`src/rtl/adc_ws_pkg.sv`:
```
package adc_ws_pkg;
    localparam int NCH      = 4;
    localparam int CODE_W   = 4;
    localparam int CDIV_W   = 6;
    localparam int CHDIV_W  = 4;
    localparam int WCNT_W   = (2 ** CODE_W) - 1;
    localparam int FLOOR_EXP = 4;

    localparam int VREF_LSB = 28;
    localparam int CODE_LSB = 24;
    localparam int ANA_LSB  = 20;
    localparam int DIG_LSB  = 16;
    localparam int CDIV_LSB = 8;

    localparam logic [31:0] CFG_MASK =
          (32'h7 << VREF_LSB)
        | (32'((2 ** CODE_W) - 1) << CODE_LSB)
        | (32'((2 ** NCH) - 1) << ANA_LSB)
        | (32'((2 ** NCH) - 1) << DIG_LSB)
        | (32'((2 ** CDIV_W) - 1) << CDIV_LSB);

    // last index of the warm-up count: 2^max(code, floor) - 1
    function automatic logic [WCNT_W-1:0] warm_last_of(input logic [CODE_W-1:0] code);
        logic [WCNT_W:0] span;
        int unsigned     e;
        e    = (int'(code) < FLOOR_EXP) ? FLOOR_EXP : int'(code);
        span = (WCNT_W+1)'(1) << e;
        return WCNT_W'(span - 1'b1);
    endfunction
endpackage

```
`src/rtl/adc_ws_cfg_reg.sv`:
```
module adc_ws_cfg_reg
    import adc_ws_pkg::*;
(
    input  logic        clk,
    input  logic        rst_n,
    input  logic        glb_en,
    input  logic        wr,
    input  logic [31:0] wdata,
    output logic [31:0] rdata,
    output logic        werr
);
    typedef struct packed {
        logic [31:0] word;
        logic        err;
    } reg_st_t;

    reg_st_t st_d, st_q;

    always_comb begin
        st_d     = st_q;
        st_d.err = wr && glb_en;
        if (wr && !glb_en) begin
            st_d.word = wdata & CFG_MASK;
        end
    end

    always_ff @(posedge clk or negedge rst_n) begin
        if (!rst_n) st_q <= '0;
        else        st_q <= st_d;
    end

    assign rdata = st_q.word;
    assign werr  = st_q.err;

    AST_WERR_CAUSE: assert property (@(posedge clk) disable iff (!rst_n)
        werr |-> $past(wr && glb_en));
    AST_CFG_LOCKED: assert property (@(posedge clk) disable iff (!rst_n)
        $past(glb_en) |-> $stable(rdata));
endmodule

```
`src/rtl/adc_ws_prescale.sv`:
```
module adc_ws_prescale #(
    parameter int DIV_W = 6
) (
    input  logic             clk,
    input  logic             rst_n,
    input  logic             run,
    input  logic [DIV_W-1:0] div,
    output logic             tick
);
    typedef struct packed {
        logic [DIV_W-1:0] cnt;
    } pre_st_t;

    pre_st_t st_d, st_q;

    assign tick = run && (st_q.cnt == div);

    always_comb begin
        st_d = st_q;
        if (!run)      st_d.cnt = '0;
        else if (tick) st_d.cnt = '0;
        else           st_d.cnt = st_q.cnt + 1'b1;
    end

    always_ff @(posedge clk or negedge rst_n) begin
        if (!rst_n) st_q <= '0;
        else        st_q <= st_d;
    end

    AST_PRESCALE_IDLE: assert property (@(posedge clk) disable iff (!rst_n)
        !run |=> (st_q.cnt == '0));
    AST_PRESCALE_RANGE: assert property (@(posedge clk) disable iff (!rst_n)
        run |-> (st_q.cnt <= div));
endmodule

```
`src/rtl/adc_ws_chan.sv`:
```
module adc_ws_chan
    import adc_ws_pkg::*;
#(
    parameter int DIV_W = 4
) (
    input  logic              clk,
    input  logic              rst_n,
    input  logic              ctl_tick,
    input  logic              ana_en,
    input  logic              dig_en,
    input  logic [DIV_W-1:0]  div,
    input  logic [WCNT_W-1:0] warm_last,
    input  logic              rdy_clr,
    output logic              ana_rdy,
    output logic              dig_rdy
);
    typedef struct packed {
        logic [DIV_W:0]    cdiv;
        logic [WCNT_W-1:0] warm;
        logic              done;
        logic              rdy;
        logic              dok;
    } ch_st_t;

    ch_st_t st_d, st_q;

    logic [DIV_W-1:0] m_eff;
    logic [DIV_W:0]   conv_last;
    logic             conv_tick;

    assign m_eff     = (div == '0) ? DIV_W'(1) : div;
    assign conv_last = {m_eff, 1'b0} - 1'b1;
    assign conv_tick = ana_en && ctl_tick && (st_q.cdiv == conv_last);

    always_comb begin
        st_d = st_q;
        if (!ana_en) begin
            st_d = '0;
        end else begin
            if (ctl_tick) begin
                st_d.cdiv = (st_q.cdiv == conv_last) ? '0 : st_q.cdiv + 1'b1;
            end
            if (rdy_clr) begin
                st_d.rdy = 1'b0;
            end
            if (conv_tick && !st_q.done) begin
                if (st_q.warm >= warm_last) begin
                    st_d.done = 1'b1;
                    st_d.rdy  = 1'b1;
                end else begin
                    st_d.warm = st_q.warm + 1'b1;
                end
            end
            if (!dig_en || !st_q.done) begin
                st_d.dok = 1'b0;
            end else if (conv_tick) begin
                st_d.dok = 1'b1;
            end
        end
    end

    always_ff @(posedge clk or negedge rst_n) begin
        if (!rst_n) st_q <= '0;
        else        st_q <= st_d;
    end

    assign ana_rdy = st_q.rdy && ana_en;
    assign dig_rdy = st_q.dok && ana_en && dig_en;

    AST_RDY_AFTER_DONE: assert property (@(posedge clk) disable iff (!rst_n)
        st_q.rdy |-> st_q.done);
    AST_RDY_ON_TICK: assert property (@(posedge clk) disable iff (!rst_n)
        $rose(st_q.rdy) |-> $past(conv_tick));
    AST_DIG_AFTER_DONE: assert property (@(posedge clk) disable iff (!rst_n)
        st_q.dok |-> st_q.done);
endmodule

```
`src/rtl/adc_warmup_seq.sv`:
```
module adc_warmup_seq
    import adc_ws_pkg::*;
#(
    parameter int CH_DIV_W = CHDIV_W
) (
    input  logic                    clk,
    input  logic                    rst_n,
    input  logic                    glb_en,
    input  logic                    cfg_wr,
    input  logic [31:0]             cfg_wdata,
    output logic [31:0]             cfg_rdata,
    output logic                    cfg_werr,
    input  logic [NCH*CH_DIV_W-1:0] chan_div,
    input  logic [NCH-1:0]          rdy_clr,
    output logic [NCH-1:0]          ana_rdy,
    output logic [NCH-1:0]          dig_rdy
);
    logic [CODE_W-1:0] code;
    logic [NCH-1:0]    ana_en;
    logic [NCH-1:0]    dig_en;
    logic [CDIV_W-1:0] ctl_div;
    logic [WCNT_W-1:0] warm_last;
    logic              ctl_tick;

    adc_ws_cfg_reg u_cfg (
        .clk   (clk),
        .rst_n (rst_n),
        .glb_en(glb_en),
        .wr    (cfg_wr),
        .wdata (cfg_wdata),
        .rdata (cfg_rdata),
        .werr  (cfg_werr)
    );

    assign code      = cfg_rdata[CODE_LSB +: CODE_W];
    assign ana_en    = cfg_rdata[ANA_LSB +: NCH];
    assign dig_en    = cfg_rdata[DIG_LSB +: NCH];
    assign ctl_div   = cfg_rdata[CDIV_LSB +: CDIV_W];
    assign warm_last = warm_last_of(code);

    adc_ws_prescale #(.DIV_W(CDIV_W)) u_pre (
        .clk  (clk),
        .rst_n(rst_n),
        .run  (glb_en),
        .div  (ctl_div),
        .tick (ctl_tick)
    );

    for (genvar i = 0; i < NCH; i++) begin : g_ch
        adc_ws_chan #(.DIV_W(CH_DIV_W)) u_ch (
            .clk      (clk),
            .rst_n    (rst_n),
            .ctl_tick (ctl_tick),
            .ana_en   (ana_en[i]),
            .dig_en   (dig_en[i]),
            .div      (chan_div[i*CH_DIV_W +: CH_DIV_W]),
            .warm_last(warm_last),
            .rdy_clr  (rdy_clr[i]),
            .ana_rdy  (ana_rdy[i]),
            .dig_rdy  (dig_rdy[i])
        );
    end
endmodule

```
`config.mk`:
```
export PLATFORM = sky130hd
export DESIGN_NAME = adc_warmup_seq
export DESIGN_NICKNAME = d
export VERILOG_FILES = /design/src/rtl/adc_ws_pkg.sv /design/src/rtl/adc_ws_cfg_reg.sv /design/src/rtl/adc_ws_prescale.sv /design/src/rtl/adc_ws_chan.sv /design/src/rtl/adc_warmup_seq.sv
export SDC_FILE = /design/constraint.sdc
export NUM_CORES = 1
export LEC_CHECK = 0
export ABC_AREA = 1
export BUFFER_PORTS_ARGS = -buffer_cell sky130_fd_sc_hd__clkbuf_2
export CAP_MARGIN = 40
export CORE_ASPECT_RATIO = 0.5
export CORE_MARGIN = 2
export CORE_UTILIZATION = 38
export DETAILED_ROUTE_END_ITERATION = 7
export PLACE_DENSITY = 0.55
export RECOVER_POWER = 50
export SYNTH_ARGS = -nofsm -noshare
export SYNTH_HDL_FRONTEND = slang
export SYNTH_SLANG_ARGS = --single-unit
```
`constraint.sdc`:
```
create_clock -name clk -period 5.4 [get_ports clk]
set_clock_uncertainty 0.15 [all_clocks]
set_input_delay 0.27 -clock clk [delete_from_list [all_inputs] [get_ports clk]]
set_output_delay 0.27 -clock clk [all_outputs]
set_load 0.005 [all_outputs]
```
==> results of run 1 <==
==> cell usage after synthesis, drive strengths merged, types with 13 or more instances <==
library cell | instances | area (sq um)
nand2 | 265 | 1030
xnor2 | 16 | 140
a21oi | 35 | 179
nor4 | 13 | 81.3
nand4 | 48 | 343
o21ai | 35 | 179
nor2 | 117 | 503
xor2 | 49 | 429
nor3 | 15 | 106
nand3 | 153 | 803
buf | 41 | 298
dfrtp | 120 | 3000
ha | 62 | 776
inv | 153 | 574
==> final cells by class <==
type                       count  area, sq um  area share, %
clock buffer                  21          450           4.31
inverter                     153          574           5.49
tap                          307          384           3.67
multi-input combinational    884         5120           49.0
clock inverter                 9          198           1.89
sequential                   120         3000           28.7
timing repair buffer         109          722           6.90
==> per-stage QoR <==
stage | instance area [sq um] | hold WS, ns | setup WS, ns | std cells
floorplan | 9030 | -0.176 | 2.73 | 1206
global placement | 9490 | 0.237 | 1.54 | 1542
detailed placement | 9550 | 0.240 | 1.54 | 1545
CTS | 10500 | 0.0729 | 1.53 | 1603
global route | 10500 | 0.113 | 1.03 | 1603
finish | 10500 | 0.0807 | 1.60 | 1603
==> per-layer routing <==
layer | global-route usage, % | vias up | wire, microns
met2 | 31.4 | 154 | 10400
li1 | - | 4076 | -
met5 | 0 | - | 0
met1 | 25.4 | 3750 | 11100
met3 | 3.64 | 25 | 866
met4 | 6.09 | 0 | 304
==> registers in the layout, indices dropped and copies added, names as in the netlist <==
signal          flops
g_ch.u_ch.st_q     92
u_cfg.rdata        21
u_pre.st_q          6
u_cfg.werr          1
==> where the power goes <==
part	internal (mW)	switching, mW
Sequential	0.924	0.0479
Combinational	0.133	0.220
Clock	0.870	0.422
Total	1.93	0.690
==> cell families after synthesis <==
family | count (synthesis) | share of synthesized area [%]
AO/OA/AOI/OAI | 96 | 6.26
AND/OR/NAND/NOR | 629 | 33.7
multiplexers | 11 | 1.38
buffers and inverters | 202 | 10.1
other | 2 | 0.0838
flip-flops | 120 | 33.5
adder cells (fa/ha/maj) | 62 | 8.66
XOR/XNOR | 65 | 6.35
==> final timing paths <==
kind	start	to	slack (ns)
max in group asynchronous	rst_n	g_ch[1].u_ch.st_q[13]	1.82
setup / recovery	u_cfg.rdata[26]	g_ch[2].u_ch.st_q[16]	1.60
hold / removal	glb_en	u_pre.st_q[2]	0.08
hold reg to reg	u_cfg.rdata[29]	u_cfg.rdata[29]	0.36
setup reg to reg	u_cfg.rdata[26]	g_ch[2].u_ch.st_q[16]	1.60
min in group asynchronous	rst_n	g_ch[3].u_ch.st_q[5]	1.26
==> tightest hold or removal path, delay by kind of cell <==
family,cells,cell delay (ns)
and+or+nand+nor,2,0.24
buffers and inverters,1,0.12
==> key figures, run 1 <==
Layout
  – Commonest non-fill, non-tap cells in the layout: nand2_1, nand3_1, inv_1
  – Layout cells sized above 1: approximately an eighth
  – Core Util, Final: roughly 45%
  – Fill count: approximately 2,300
  – Diodes inserted: 0
  – Nets: approximately 1,400
  – Area grow syn2layout: 16.7%
  – Commonest non-fill, non-tap cell in the layout: nand2_1

Floorplanning
  – # IOs: between 90 and 100
  – Core area: 23,000 sq um
  – Die height: roughly 110 microns
  – # rows: 39
  – Die W: roughly 220 microns
  – Initial Util: approximately two fifths
  – Full die area: ~25,000 sq um

Critical path
  – Most used cell, CP: nand3_1
  – Cell count of the worst reg-to-reg path: 12
  – Top delay family on crit path: simple AND/OR/NAND/NOR gates
  – Endpoint type of the worst setup path: flip-flop
  – Buffers and inverters on the worst path: 1
  – CP Max Fanout: 15
  – Worst path slowest cell: xor2_1
  – Critical Path Source Type: flip-flop
  – WP data required: between 5 and 6 ns
  – CP arrival: around 4 ns
  – Critical path type: reg2reg
  – CP cell instances: nand2_1 > inv_1 > nor2_1 > nor2_1 > xor2_1 > ha_1 > a21oi_1 > nand3_1 > nand3_1 > nand4_2 > nand3_1 > nand2_1
  – CP peak stage delay: ~0.56 ns
  – CP Depth: 12

STA
  – Slew margin rel.: -108%
  – Endpoints failing setup: 0
  – RSZ-0062 raised after global routing: no
  – Tcrit/Tclk final: 70.5%
  – Worst Max-Slew Pin Slew: about 3.1 ns
  – Pins Over Slew Limit: 58
  – Post-layout min period: roughly 3.8 ns
  – TNS Setup: 0 ns
  – Highest clock rate: 263 MHz
  – Fin. Hold Viols: 0

Logic synthesis
  – Seq/Total Area, Yosys: 33.5%
  – Synth Register Bits: 120
  – Netlist cell types: 51
  – YS warnings: 0
  – Synth Instances: roughly 1,200
  – Post-synth design cell area: between 8000 and 9000 sq um
  – Number of flops mapped to enable cells by yosys: 0
  – Top FF cell, synth: dfrtp_1
  – Mean Syn Cell Area: approximately 7.5 sq um
  – Async SR Flop Fraction: 100%

Pwr
  – Leak: 5.40 nW
  – Final Total Pwr: 2.62 mW
  – Worst vdd ir: slightly below 200 uV
  – Power Dens Cells: 250 nW/um^2

Place
  – IO buf count: 74
  – Hpwl dp: about 17,000 microns
  – Routability-driven placement congestion ratio: 0.862

Clock network
  – Post-CTS Hold Fix Bufs: 28
  – Clock slew at reported path FFs: 0.06 ns
  – CTS sink count: 120
  – Clock buffer depth: 2
  – Clock root cell: clkbuf_16
  – H-tree Lvls: 4
  – TritonCTS buffer count: 17
  – Setup Fix Bufs, Post-CTS: 0
  – CTS tree: built
  – Clk_lat worst skew: roughly 0.44 ns
  – Cts repair resizes: 0

Detailed routing
  – Wirelength per Cell: between 10 and 15 microns
  – DR iter-0 viols: between 500 and 600
  – DRC viols: 0
  – Via density: 4.99
  – Detailed-route wire length: 22,700 microns
  – Final ANT Viol Nets: 0
  – Via Count: roughly 8,000
  – Pre-Repair DR Iteration Count: 5

Outcome
  – Failing checks: max-capacitance violations, max-slew violations
  – Status: finished, violations left

Global routing
  – Vias in the first global route: ~7,900
  – First-pass GRT wire length: 38,200 microns
  – Tot GR Track Use: between 10% and 20%
  – Antenna violations before repair: 0
  – Largest net degree at the start of global routing: 58
  – GRT overflow: 0

Worst hold path
  – Hold depth: 3
  – Hold crit path type: in2reg

Run
  – Max cap viols: 1
Power figures use the tool's default switching activity.
==> run 2, diff against run 1 <==
- clock period: 5.4 -> 3.6 ns (I/O delays scaled with it)
==> run 2 against run 1 <==
Effect of this change: the run now ends clean; core utilization increased by 0.26 points; cell count up 0.81%; first-iteration DRC count down 16%; flip-flop and latch count stayed put; sequential share of layout area decreased by 0.16 points; worst hold slack improved by 0.094 ns; largest power group unchanged.
==> key figures, run 2 (synthesis results as in run 1) <==
Pwr
  – Leak: ~5.4 nW
  – Clock Power Share: roughly half
  – Switching power: about 1.1 mW
  – Internal: between 2 and 3 mW
  – Switch share: 27.3%
  – Worst vdd ir: about 320 uV
  – Sequential share of power: a little over a third
  – Final Total Pwr: 3.90 mW
  – Combinational power share: between 10% and 20%
  – Power Dens Cells: about 370 nW/um^2

Global routing
  – Met1 Use GR: roughly a quarter
  – Tot GR Track Use: between 10% and 20%
  – First-pass GRT wire length: 38,800 microns
  – Vias in the first global route: ~7,900
  – Largest net degree at the start of global routing: 58
  – Gr busiest metal: met2
  – Antenna violations before repair: 0
  – Met3 usage: ~4.4%
  – GRT overflow: 0
  – Met2 GRT Util: between 30% and 40%

Clock network
  – TritonCTS buffer count: 17
  – Cts repair resizes: 0
  – Post-CTS Hold Fix Bufs: 29
  – Clock slew at reported path FFs: about 0.060 ns
  – Clock root cell: clkbuf_16
  – H-tree Lvls: 4
  – Clk_lat worst skew: about 0.44 ns
  – Setup Fix Bufs, Post-CTS: 0
  – CTS tree: built
  – Clock buffer depth: 2
  – CTS sink count: 120

STA
  – TNS Setup: 0 ns
  – Final setup margin: approximately 0.47 ns
  – Tcrit/Tclk final: between 80% and 90%
  – RSZ-0062 raised after global routing: no
  – Pins Over Slew Limit: 0
  – Worst Max-Slew Pin Slew: ~1.3 ns
  – Endpoints failing setup: 0
  – Post-layout min period: ~3.1 ns
  – Highest clock rate: about 320 MHz
  – Slew margin rel.: roughly an eighth
  – Fin. Hold Viols: 0

Detailed routing
  – DRC viols: 0
  – Via density: 5.00
  – DR iter-0 viols: 479
  – Final ANT Viol Nets: 0
  – Via Count: approximately 8,100
  – Wirelength per Cell: ~14 microns
  – Detailed-route wire length: 22,800 microns
  – Pre-Repair DR Iteration Count: 6

Place
  – Hpwl dp: about 17,000 microns
  – Routability-driven placement congestion ratio: about 0.84
  – Place WS: approximately 0.47 ns
  – IO buf count: 74

Critical path
  – CP Max Fanout: 15
  – Endpoint type of the worst setup path: flip-flop
  – WP data required: roughly 3.8 ns
  – Critical path type: reg2reg
  – CP arrival: about 3.3 ns
  – Critical Path Source Type: flip-flop

Floorplanning
  – Initial Util: approximately 40%
  – # IOs: between 90 and 100
  – # rows: 39
  – Die height: 113 microns
  – Full die area: between 20,000 and 25,000 sq um
  – Die W: 221 microns
  – Core area: between 20,000 and 25,000 sq um

Layout
  – Core Util, Final: 45.8%
  – Commonest non-fill, non-tap cells in the layout: nand2_1, nand3_1, inv_1
  – Nets: around 1,400
  – Diodes inserted: 0
  – Area grow syn2layout: 17.4%
  – Commonest non-fill, non-tap cell in the layout: nand2_1
  – Biggest register: g_ch.u_ch.st_q
  – Layout cells sized above 1: 13.6%
  – Max FFs per register: 92

Worst hold path
  – Hold crit path type: in2reg

Run
  – Max cap viols: 0

Outcome
  – Status: finished, final reports clean
run 2: changes by cell type in the layout (fill, tap and decap cells not counted):
cell | before | now
clkinv_4 | 0 | 2
clkbuf_1 | 14 | 6
bufinv_16 | 6 | 5
clkinv_2 | 2 | 3
buf_6 | 0 | 1
inv_6 | 0 | 1
clkbuf_2 | 65 | 68
buf_2 | 1 | 0
buf_16 | 2 | 0
buf_4 | 2 | 16
dlygate4sd3_1 | 28 | 29
buf_1 | 0 | 2
run 2: per-stage QoR:
step                      hold WS, ns  cell area (sq um)  instances
final                           0.175              10500       1616
after global routing            0.229              10500       1616
after CTS                      0.0413              10600       1616
after detailed placement      -0.0369               9630       1556
after global placement          0.195               9600       1555
after floorplan                -0.266               9030       1206
run 2: area by class of cell:
class / count / area (sq um)
clock buffer: 19 / 443
clock inverter: 12 / 199
multi-input combinational: 884 / 5120
tap: 307 / 384
inverter: 153 / 574
timing repair buffer: 121 / 788
sequential: 120 / 3000
fill: 2232 / 12500
run 2: power groups by stage:
stage / logic, mW / registers, mW / clock network [mW]
after floorplan: 0.358 / 1.44 / 0
after global placement: 0.536 / 1.44 / 0
after detailed placement: 0.555 / 1.44 / 0
after CTS: 0.582 / 1.41 / 1.94
after global routing: 0.651 / 1.42 / 2.01
final: 0.579 / 1.41 / 1.90
run 2: final timing paths:
check	from	endpoint	cells after the start	slack, ns
setup / recovery	u_cfg.rdata[26]	g_ch[3].u_ch.st_q[16]	15	0.47
hold / removal	chan_div[7]	g_ch[1].u_ch.st_q[19]	6	0.17
setup reg to reg	u_cfg.rdata[26]	g_ch[3].u_ch.st_q[16]	15	0.47
hold reg to reg	u_cfg.rdata[29]	u_cfg.rdata[29]	1	0.36
max in group asynchronous	rst_n	g_ch[0].u_ch.st_q[15]	4	0.70
min in group asynchronous	rst_n	g_ch[3].u_ch.st_q[7]	2	0.42
run 2: critical path, cell delays in order (launching register included):
cell	delay, ns
dfrtp_1	0.38
nand2_1	0.08
inv_1	0.06
nor2_1	0.43
nor2_1	0.10
xor2_1	0.29
buf_4	0.20
ha_1	0.25
nand2_1	0.10
nor2_1	0.04
nand2_1	0.06
o211ai_1	0.07
nand3_1	0.14
nand4_2	0.40
nand3_1	0.20
nand2_1	0.06
run 2: metal layers:
layer  share of wire, %  wire [microns]  vias to the layer above
met1                 49           11200                     3812
met5                  0               0                        -
li1                   -               -                     4100
met4                1.5             344                        0
met3                4.0             916                       24
met2                 45           10400                      148
==> run 3, diff against run 2 <==
- CAP_MARGIN: 40 -> 5
- clock period: 3.6 -> 2.9 ns (I/O delays scaled with it)
==> run 3 against run 2 <==
Effect of this change: global-route usage down 0.25 points; via count up 0.27%; register-to-register slack worse by 0.28 ns; non-clock buffer count up 12; highest routed layer unchanged.
==> key figures, run 3 (synthesis results as in run 1) <==
Critical path
  – CP Max Fanout: 10
  – Critical path type: reg2reg
  – WP data required: slightly above 3 ns
  – Endpoint type of the worst setup path: flip-flop
  – Critical Path Source Type: flip-flop
  – CP arrival: ~2.9 ns

Place
  – Hpwl dp: between 15,000 and 20,000 microns
  – Routability-driven placement congestion ratio: 0.867
  – IO buf count: 74

Detailed routing
  – Via Count: between 8,000 and 9,000
  – Detailed-route wire length: about 23,000 microns
  – DR iter-0 viols: roughly 560
  – DRC viols: 0
  – Via density: 4.97
  – Wirelength per Cell: 14.1 microns
  – Final ANT Viol Nets: 0
  – Pre-Repair DR Iteration Count: 5

Pwr
  – Power Dens Cells: 425 nW/um^2
  – Worst vdd ir: between 400 and 500 uV
  – Leak: 5.48 nW

Global routing
  – Vias in the first global route: 7,707
  – Tot GR Track Use: between 10% and 20%
  – Antenna violations before repair: 0
  – Largest net degree at the start of global routing: 44
  – GRT overflow: 0
  – First-pass GRT wire length: between 30,000 and 40,000 microns

Clock network
  – CTS tree: built
  – TritonCTS buffer count: 17
  – Clock root cell: clkbuf_16
  – CTS sink count: 120
  – Clk_lat worst skew: 0.43 ns
  – H-tree Lvls: 4
  – Clock slew at reported path FFs: ~0.060 ns
  – Clock buffer depth: 2

Layout
  – Commonest non-fill, non-tap cells in the layout: nand2_1, inv_1, nand3_1
  – Core Util, Final: 46.3%
  – Max FFs per register: roughly 90
  – Diodes inserted: 0
  – Biggest register: g_ch.u_ch.st_q
  – Commonest non-fill, non-tap cell in the layout: nand2_1
  – Layout cells sized above 1: 15.3%
  – Nets: 1,428
  – Area grow syn2layout: 18.8%

Worst hold path
  – Hold crit path type: in2reg

Floorplanning
  – Initial Util: 39.0%
  – Full die area: between 20,000 and 25,000 sq um
  – # rows: 39
  – # IOs: 97
  – Die height: 113 microns
  – Die W: 221 microns
  – Core area: around 23,000 sq um

STA
  – Worst Max-Slew Pin Slew: between 1 and 1.5 ns
  – Slew margin rel.: about 20%
  – Post-layout min period: roughly 2.7 ns
  – Highest clock rate: 369 MHz
  – Tcrit/Tclk final: ~93%
  – Endpoints failing setup: 0
  – TNS Setup: 0 ns
  – Fin. Hold Viols: 0
  – Pins Over Slew Limit: 0

Run
  – Max cap viols: 0

Outcome
  – Status: finished, final reports clean
==> run 3: changes by cell type in the layout (fill, tap and decap cells not counted), moves of 4 or more <==
| cell | change |
|---|---|
| buf_4 | +6 |
| nand2_1 | -4 |
| clkbuf_1 | +6 |
| clkinvlp_4 | +5 |
| bufinv_16 | -4 |
==> run 3: layout make-up <==
class	count	area, sq um
tap	307	384
fill	2271	12300
clock inverter	15	130
inverter	153	574
sequential	120	3000
clock buffer	17	425
multi-input combinational	885	5230
timing repair buffer	133	896
==> run 3: through the flow <==
step                worst slack, ns  instance area [sq um]  std cells  hold slack (ns)  total power, mW
finish                        0.189                  10600       1630            0.143             4.52
global route                -0.0163                  10600       1630            0.186             4.74
CTS                          0.0149                  10500       1625            0.130             4.54
detailed placement          -0.0723                   9670       1564           0.0502             2.48
global placement            -0.0117                   9670       1564           0.0452             2.47
floorplan                     0.230                   9030       1206           -0.301             2.23
==> run 3: worst paths after layout <==
path	startpoint	endpoint	slack, ns	cells after the start
setup reg to reg	u_cfg.rdata[25]	g_ch[1].u_ch.st_q[14]	0.19	14
hold / removal	chan_div[7]	g_ch[1].u_ch.st_q[19]	0.14	6
hold reg to reg	u_cfg.rdata[30]	u_cfg.rdata[30]	0.36	1
max in group asynchronous	rst_n	u_cfg.rdata[8]	0.61	3
min in group asynchronous	rst_n	g_ch[3].u_ch.st_q[6]	0.34	2
setup / recovery	u_cfg.rdata[25]	g_ch[1].u_ch.st_q[14]	0.19	14
==> run 3: routing by layer <==
layer / vias to the layer above / part of all wire, % / global-route usage [%]
li1: 4135 / - / -
met1: 3810 / 50 / 25.5
met2: 136 / 44 / 30.4
met3: 25 / 3.7 / 4.06
met4: 0 / 2.0 / 6.31
met5: - / 0 / 0
==> run 3: repair_timing <==
item	CTS	global route
buffers inserted	0	4
endpoints found under the hold margin	70	0
gates cloned	0	1
pin swaps	0	2
resized for setup	1	17
endpoints found under the setup margin	45	64
hold buffers	29	0
==> run 3: critical path, stage by stage (launching register included) <==
cell	delay, ns
dfrtp_1	0.37
nand2_1	0.10
inv_1	0.09
nor2_2	0.10
nor2_1	0.08
xor2_2	0.20
buf_4	0.16
ha_4	0.28
nand4_1	0.10
o211ai_1	0.32
nand3b_4	0.21
nand3_2	0.15
nand2_2	0.12
nand3_1	0.10
nand2_1	0.05
==> run 3: where the power goes <==
group / internal (mW) / switching [mW] / leakage, nW / total, mW
registers: 1.72 / 0.0347 / 1.62 / 1.75
logic: 0.283 / 0.471 / 3.61 / 0.755
clock network: 1.17 / 0.834 / 0.257 / 2.01
